`src/rtl/ext_ref_switch_pkg.sv`:
```
package ext_ref_switch_pkg;

    typedef enum logic [1:0] {
        SRC_P1_SE = 2'd0,
        SRC_P1_DF = 2'd1,
        SRC_P2_SE = 2'd2,
        SRC_P2_DF = 2'd3
    } src_sel_e;

    typedef struct packed {
        logic     ext_en;
        src_sel_e idx;
        logic     chg;
    } sw_state_t;

endpackage

```
`src/rtl/ers_sync.sv`:
```
module ers_sync #(
    parameter int STAGES = 2
) (
    input  logic clk,
    input  logic rst_n,
    input  logic din,
    output logic dout
);
    logic [STAGES-1:0] chain_d, chain_q;

    generate
        if (STAGES == 1) begin : g_one
            always_comb chain_d = din;
        end else begin : g_many
            always_comb chain_d = {chain_q[STAGES-2:0], din};
        end
    endgenerate

    // reset preloads the pin level so leaving reset causes no false edge
    always_ff @(posedge clk) begin
        if (!rst_n) chain_q <= {STAGES{din}};
        else        chain_q <= chain_d;
    end

    assign dout = chain_q[STAGES-1];
endmodule

```
`src/rtl/ers_pick.sv`:
```
module ers_pick
    import ext_ref_switch_pkg::*;
#(
    parameter int PRI_W = 4
) (
    input  logic             pin_hi,
    input  logic [PRI_W-1:0] pri_p1,
    input  logic [PRI_W-1:0] pri_p2,
    output src_sel_e         forced
);
    always_comb begin
        if (pin_hi) forced = (pri_p1 != '0) ? SRC_P1_SE : SRC_P1_DF;
        else        forced = (pri_p2 != '0) ? SRC_P2_SE : SRC_P2_DF;
    end
endmodule

```
`src/rtl/ext_ref_switch.sv`:
```
module ext_ref_switch
    import ext_ref_switch_pkg::*;
#(
    parameter int PRI_W       = 4,
    parameter int SYNC_STAGES = 2
) (
    input  logic             clk,
    input  logic             rst_n,
    input  logic             sw_pin,
    input  logic             cfg_wr,
    input  logic             cfg_wdata,
    input  logic [PRI_W-1:0] pri_s1_se,
    input  logic [PRI_W-1:0] pri_s2_se,
    input  logic [1:0]       auto_idx,
    output logic             mode_en,
    output logic             force_locked,
    output logic [1:0]       src_idx,
    output logic             src_chg
);
    logic      sel_sync;
    src_sel_e  forced_sel;
    sw_state_t st_d, st_q;

    ers_sync #(.STAGES(SYNC_STAGES)) u_sync (
        .clk   (clk),
        .rst_n (rst_n),
        .din   (sw_pin),
        .dout  (sel_sync)
    );

    ers_pick #(.PRI_W(PRI_W)) u_pick (
        .pin_hi (sel_sync),
        .pri_p1 (pri_s1_se),
        .pri_p2 (pri_s2_se),
        .forced (forced_sel)
    );

    always_comb begin
        st_d = st_q;
        if (cfg_wr) st_d.ext_en = cfg_wdata;
        st_d.idx = st_q.ext_en ? forced_sel : src_sel_e'(auto_idx);
        st_d.chg = (st_d.idx != st_q.idx);
    end

    always_ff @(posedge clk) begin
        if (!rst_n) begin
            st_q.ext_en <= sw_pin;
            st_q.idx    <= SRC_P1_SE;
            st_q.chg    <= 1'b0;
        end else begin
            st_q <= st_d;
        end
    end

    assign mode_en      = st_q.ext_en;
    assign force_locked = st_q.ext_en;
    assign src_idx      = st_q.idx;
    assign src_chg      = st_q.chg;
endmodule

```
`config.mk`:
```
export PLATFORM = sky130hd
export DESIGN_NAME = ext_ref_switch
export DESIGN_NICKNAME = d
export VERILOG_FILES = /design/src/rtl/ext_ref_switch_pkg.sv /design/src/rtl/ers_sync.sv /design/src/rtl/ers_pick.sv /design/src/rtl/ext_ref_switch.sv
export SDC_FILE = /design/constraint.sdc
export NUM_CORES = 1
export LEC_CHECK = 0
export BUFFER_PORTS_ARGS = -buffer_cell sky130_fd_sc_hd__buf_2
export CAP_MARGIN = 10
export CELL_PAD_IN_SITES_DETAIL_PLACEMENT = 1
export CELL_PAD_IN_SITES_GLOBAL_PLACEMENT = 1
export CORE_AREA = 2 2 39 41
export DETAILED_ROUTE_END_ITERATION = 6
export DIE_AREA = 0 0 41 43
export GPL_ROUTABILITY_DRIVEN = 0
export PLACE_DENSITY = 0.61
export SYNTH_ARGS = -nofsm -noshare
export SYNTH_HDL_FRONTEND = slang
export SYNTH_SLANG_ARGS = --single-unit
```
`constraint.sdc`:
```
create_clock -name clk -period 2.7 [get_ports clk]
set_clock_uncertainty 0.2 [all_clocks]
set_input_delay 0.27 -clock clk [delete_from_list [all_inputs] [get_ports clk]]
set_output_delay 0.27 -clock clk [all_outputs]
set_load 0.05 [all_outputs]
```
* Yosys cells after proc, flatten, opt, wreduce, memory -nomap -nowiden
Index checks and enable logic that the tools add are counted.
** Word-level totals
- Output and inout bits :: 5
- Input port bits :: 15
- Word-level logic and storage cells :: 15
- Bits in registers :: 6
** Operators by class
- Reductions and logical operators :: 2
- Muxes and demuxes :: 7
- Equal/unequal tests :: 2
** Operator list (count)
- nonzero test 4 bit :: 2
- two-way mux 2 bit :: 3
- two-way mux 4 bit :: 1
- two-way mux 1 bit :: 3
- != test 2 x 1 -> 1 bit, second input constant :: 1
- != test 2 bit :: 1

* Depth between registers and ports, before layout
Gate-level depths: netlist of the first run.
- Depth in word-level cells :: 6
- Gate-level depth with buffers :: 4
- Mapped depth without buffers :: 4

* Cells and area by module
From an unflattened synthesis of the first run, not the netlist that was laid out.
** Second synthesis, totals
- Cell total of the unflattened synthesis :: 22
- Area, all modules :: 265.3 µm²
** By module, submodules not included
- ext_ref_switch :: seq. area each 90.1 µm², cells each 14, area an instance 176.4 µm², times used 1
- ers_sync :: seq. area each 40.0 µm², cells each 3, area an instance 55.1 µm², times used 1
- ers_pick :: seq. area each 0.0 µm², cells each 5, area an instance 33.8 µm², times used 1

* Worst setup path before layout of the first run
No wires, ideal clock.
- Path kind :: register to register
- From :: register st_q, in the netlist force_locked
- To :: register st_q, in the netlist src_chg
- Buffers on the path :: 0
- Setup time :: 0.121 ns
- Stages on the path, launching flop included :: 5
- Arrival :: 1.301 ns
- Slack :: 1.078 ns
- Required time :: 2.379 ns
- Clock period less this slack :: 1.622 ns
- Cell sequence :: edfxtp_1 > or2_2 > o221ai_2 > xor2_1 > a21oi_1
** Between the ends
- Cells in the longest elaborated chain, start to end :: 2
** Ends and longest elaborated chain
- start, declared :: RTL line ext_ref_switch.sv:22 : sw_state_t st_d, st_q;
- start signal, assigned :: RTL line ext_ref_switch.sv:51 : st_q <= st_d;
- two-way mux 2 bit :: RTL line ext_ref_switch.sv:41 : st_d.idx = st_q.ext_en ? forced_sel : src_sel_e'(auto_idx);
- != test 2 bit :: RTL line ext_ref_switch.sv:42 : st_d.chg = (st_d.idx != st_q.idx);
Every way passes these cells.
A chain may end at the register's enable or synchronous reset.

* Worst setup path in the final report of the first run
- From :: register st_q, in the netlist force_locked
- To :: output port mode_en
** RTL lines
- end, declared :: RTL line ext_ref_switch.sv:15 : output logic mode_en,
No word-level cell between the ends.

==> flow_summary.yaml, run 1 <==
cts:
  cts_tree: "done"
  htreeDepth: 1
  clkSinkCount: 6
  clkTransAtPathRegs_ns: 0.05
  post_cts_resized: 0
  cts_buffers: 3
  clock_path_buffers: 2
  postCtsSetupRepairBufs: 0
  root_buffer: "clkbuf_4"
  clock_latency_ns: 0.25
timing:
  hold_ws_ns: 0.0768
  finalSetupTns_ns: 0
  fmax_ghz: 0.707
  period_share_pct: 52.4
  maxSlewViolCount: 0
  rsz0062_at_grt: "false"
  setup_violations: 0
  worst_pin_slew_ns: 0.275
  slew_headroom_pct: 81.4
  period_needed_ns: 1.41
  hold_violations: 0
synthesis:
  synth_edf_count: 1
  ys_ff_latch: 6
  synthArstFlopShare_pct: 0
  yosys_warnings: 0
  syn_avg_cell_area_um2: 10.1
  synth_area_leaders: "dfxtp_1 (37%), edfxtp_1 (11%), nand2_1 (8.3%)"
  synth_common_cells: "nand2_1 (6), dfxtp_1 (5), inv_1 (2), nand2b_1 (2)"
  yosysTopAreaCell: "dfxtp_1"
  synth_cell_types: 16
  synth_fp_nets: 42
  synth.most_common_cell: "nand2_1"
  syn-cell-area_um2: 273
  synthCells: 27
  synth_top_area_share_pct: 36.7
  synth_ff_type: "dfxtp_1"
  yosysSeqAreaShare_pct: 47.7
drt:
  finalWirelength_um: 540
  vias: 258
  drt-wirelength-per-cell_um: 8.18
  drt-initial-drc-count: 0
  drc: 0
  ant_nets: 0
  first_pass_iters: 1
  routed_via_density: 3.91
worst_setup_path:
  cp.depth: 1
  path_class: "reg2out"
  critPathBufInv: 1
  worstSetupEndpointType: "primary output"
  path_cells: "buf_2"
  reg2reg_depth: 4
  reg2reg_from: "force_locked"
  start_kind: "register"
  crit_fanout: 6
  critPathTopFamily: "flip-flops"
  arrival_ns: 0.94
  worstPathRequired_ns: 2.23
  max_stage_delay_ns: 0.41
  timing.rr.end: "src_chg"
  cp_slowest_cell: "edfxtp_1"
  r2r_slack_ns: 1.29
finish:
  num-nets-final: 66
  fillCellCount: 179
  diodes: 0
  drive_gt1_share_pct: 52.0
  area_delta_synth_final_pct: 52.8
power:
  p_switching_mw: 0.0881
  ir_drop_mv: 0.225
  clkPwrFrac_pct: 33.3
  power.sequential.fraction_pct: 39.0
  swShare_pct: 32.5
  power.share.combinational_pct: 27.7
  p_per_area_nw_per_um2: 650
  p_leak_nw: 0.204
  p_int_mw: 0.183
global_route:
  grt_pass1_vias: 240
  grt_max_degree: 7
  gr-total-overflow: 0
  antenna_found_initial: 0
  grt_pass1_wl_um: 807
  grtUsageTotal_pct: 7.14
hold_path:
  min_path_type: "in2reg"
  min_delay_worst_endpoint: "u_sync.chain_q[1]"
  holdPathStages: 3
  hold_start: "rst_n"
die:
  die_h_um: 43
  die_x_um: 41
  die_area_um2: 1760
  num_rows: 14
  start_util_pct: 19.7
  ios: 20
  core_um2: 1380
outcome:
  status: "finished, final reports clean"
placed_design:
  hpwl_um: 470
  portBuffers: 19
flow_run:
  max_cap_violations: 0
-- cells by family (layout without fill, tap and decap cells) --
family | after synthesis | in the layout | share of synthesized area (%)
compound gates | 3 | 3 | 9.17
xor+xnor | 2 | 2 | 6.42
buf+inv | 3 | 26 | 5.51
flops | 6 | 6 | 47.7
simple gates | 13 | 13 | 31.2
-- per-layer routing --
layer | part of all wire, % | wire length, um | GRT usage [%]
met4 | 0 | 0 | 4.00
met2 | 42 | 227 | 9.69
met1 | 36 | 197 | 7.12
met3 | 21 | 115 | 6.28
met5 | 0 | 0 | 0
-- cell usage in the layout, fill, tap and decap left out --
cell type and n:
o21ai_0 1, nor4_2 1, edfxtp_1 1, clkbuf_1 1, dfxtp_1 5, buf_2 19
nor2_1 1, clkbuf_4 3, nor4_4 1, nand2b_1 2, and2_1 1, o221ai_2 1
nand2_1 6, dlygate4sd3_1 1, xor2_1 1, a21oi_1 1, or2_2 1, xnor2_1 1
inv_1 2
-- stage by stage --
stage	utilization [%]	cells	cell area (um2)	setup slack [ns]	total power, mW
after floorplan	-	27	273	1.08	0.161
after global placement	27.5	61	380	1.30	0.182
after detailed placement	27.5	61	380	1.29	0.182
after CTS	30.1	66	417	1.26	0.277
after global routing	30.1	66	417	1.17	0.289
final	30.1	66	417	1.29	0.271
-- flip-flops by register name, indices dropped and copies added, names as in the netlist --
signal          flops
src_idx             2
u_sync.chain_q      2
force_locked        1
src_chg             1
-- timing repair --
item / CTS / global route
setup endpoints to repair: 0 / 0
hold buffers: 1 / 0
hold endpoints to repair: 1 / 0
-- worst max path at each step --
| stage | from | endpoint | slack (ns) |
|---|---|---|---|
| 2_1_floorplan | force_locked | src_chg | 1.08 |
| 3_3_place_gp | force_locked | src_chg | 1.30 |
| 3_5_place_dp | force_locked | src_chg | 1.29 |
| 4_1_cts | force_locked | mode_en | 1.26 |
| 5_1_grt | force_locked | src_chg | 1.17 |
| 6_report | force_locked | mode_en | 1.29 |
-- final cells by class --
class                   instances  area, um2  share of cell area [%]
clock buffers                   4       26.3                    6.31
inverters                       2       7.51                    1.80
multi-input cells              18        128                    30.6
flip-flops and latches          6        130                    31.2
well taps                      16       20.0                    4.80
repair buffers                 20        105                    25.2
-- power groups by stage --
stage	Combinational (mW)	Clock [mW]	Sequential (mW)
CTS	0.0761	0.0956	0.106
finish	0.0750	0.0901	0.106
detailed placement	0.0749	0	0.108
global placement	0.0747	0	0.107
floorplan	0.0283	0	0.132
global route	0.0813	0.101	0.107
Power figures use the tool's default switching activity.
==> run 2, diff against run 1 <==
- clock period: 2.7 -> 1.4 ns (I/O delays scaled with it)
==> run 2 against run 1 <==
Non-clock buffer count rose by 3. Clock-buffer cell count stayed put. Sequential share of layout area decreased by 3.0 points. Hold slack got worse by 0.0070 ns. Power is 99% higher. Clock power up 93%. Register-to-register slack got worse by 1.2 ns. Setup slack got worse by 1.2 ns. Combinational power rose by 120%. Die area unchanged. Routed wire length up 19%. Critical endpoint is now src_chg. Largest cell class is now multi-input combinational cells. Largest power group unchanged.
==> flow_summary.yaml, run 2 (synthesis results as in run 1) <==
cts:
  root_buffer: "clkbuf_4"
  htreeDepth: 1
  clock_path_buffers: 2
  clkTransAtPathRegs_ns: 0.05
  clock_latency_ns: 0.25
  cts_tree: "done"
  cts_buffers: 3
  clkSinkCount: 6
timing:
  setup_violations: 0
  rsz0062_at_grt: "true"
  slew_headroom_pct: 78.0
  fmax_ghz: 0.738
  period_needed_ns: 1.36
  maxSlewViolCount: 0
  period_share_pct: 96.8
  hold_violations: 0
  hold_ws_ns: 0.0698
  worst_slack_ns: 0.0449
  finalSetupTns_ns: 0
  worst_pin_slew_ns: 0.327
flow_run:
  max_cap_violations: 0
placed_design:
  pre_cts_ws_ns: 0.0638
  hpwl_um: 487
  dp.cells: 61
  portBuffers: 19
  dpl-instance-area_um2: 383
global_route:
  gr-total-overflow: 0
  grt_max_degree: 7
  antenna_found_initial: 0
  grt_pass1_vias: 271
  grtUsageTotal_pct: 8.74
  grt_pass1_wl_um: 966
finish:
  final_common_cell: "buf_2"
  area_delta_synth_final_pct: 68.8
  fillCellCount: 165
  num-nets-final: 69
  multi_input_area_um2: 141
  finalInstanceArea_um2: 460
  final_cell_mix: "buf_2 (19), nand2_1 (6), dfxtp_1 (5), dlygate4sd3_1 (4), clkbuf_4 (3)"
  drive_gt1_share_pct: 49.1
  diodes: 0
  fin_cells: 69
  seq_area_um2: 130
  fin_util_pct: 33.3
power:
  p_per_area_nw_per_um2: 1170
  ir_drop_mv: 0.507
  p_leak_nw: 0.219
  finalPower_mw: 0.540
die:
  core_um2: 1380
  die_h_um: 43
  ios: 20
  num_rows: 14
  die_x_um: 41
  die_area_um2: 1760
  start_util_pct: 19.7
worst_setup_path:
  crit_fanout: 6
  worstSetupEndpointType: "register"
  arrival_ns: 1.28
  path_class: "reg2reg"
  start_kind: "register"
  worstPathRequired_ns: 1.33
drt:
  drt-initial-drc-count: 3
  routed_via_density: 4.04
  finalWirelength_um: 641
  drt-wirelength-per-cell_um: 9.29
  drc: 0
  vias: 279
  first_pass_iters: 3
  ant_nets: 0
hold_path:
  min_path_type: "in2reg"
outcome:
  status: "finished, final reports clean"
==> run 2: changes by cell type in the layout (fill, tap and decap cells not counted) <==
cell,change
dlygate4sd3_1,+3
o221ai_2,-1
o221ai_4,+1
or2_2,-1
or2_4,+1
==> run 2: layout make-up <==
| type | count | area share, % |
|---|---|---|
| inverters | 2 | 1.63 |
| repair buffers | 23 | 29.3 |
| flip-flops and latches | 6 | 28.3 |
| multi-input cells | 18 | 30.7 |
| well taps | 16 | 4.35 |
| clock buffers | 4 | 5.71 |
==> run 2: path summary, 6_finish.rpt <==
kind	cells after the start	start	slack, ns	to
worst max-delay path	4	force_locked	0.04	src_chg
worst min-delay path	4	pri_s1_se[2]	0.07	src_idx[0]
worst max register to register	4	force_locked	0.04	src_chg
worst min register to register	2	u_sync.chain_q[0]	0.23	u_sync.chain_q[1]
==> run 2: critical path: stages, from the launching register on <==
cell,delay (ns)
edfxtp_1,0.44
or2_4,0.26
o221ai_4,0.06
xor2_1,0.18
a21oi_1,0.09
==> run 2: metal layers <==
metal  vias to the layer above  part of all wire, %  routed length, um  track usage [%]
met5                         -                    0                  0                0
met3                         0                   19                119             8.38
met4                         0                    0                  0             6.00
met2                        19                   46                296             12.8
met1                       121                   35                224             6.77
li1                        139                    -                  -                -
==> run 2: repair_timing <==
item                       4_1_cts  5_1_grt
hold endpoints to repair         5        0
buffers inserted                 0        0
setup endpoints to repair        0        1
hold buffers                     4        0
resized for setup                0        1
==> run 2: power breakdown <==
group	total [mW]	switching, mW	internal, mW
registers	0.204	0.00937	0.194
logic	0.162	0.102	0.0602
clock network	0.174	0.0659	0.108
total	0.540	0.177	0.363
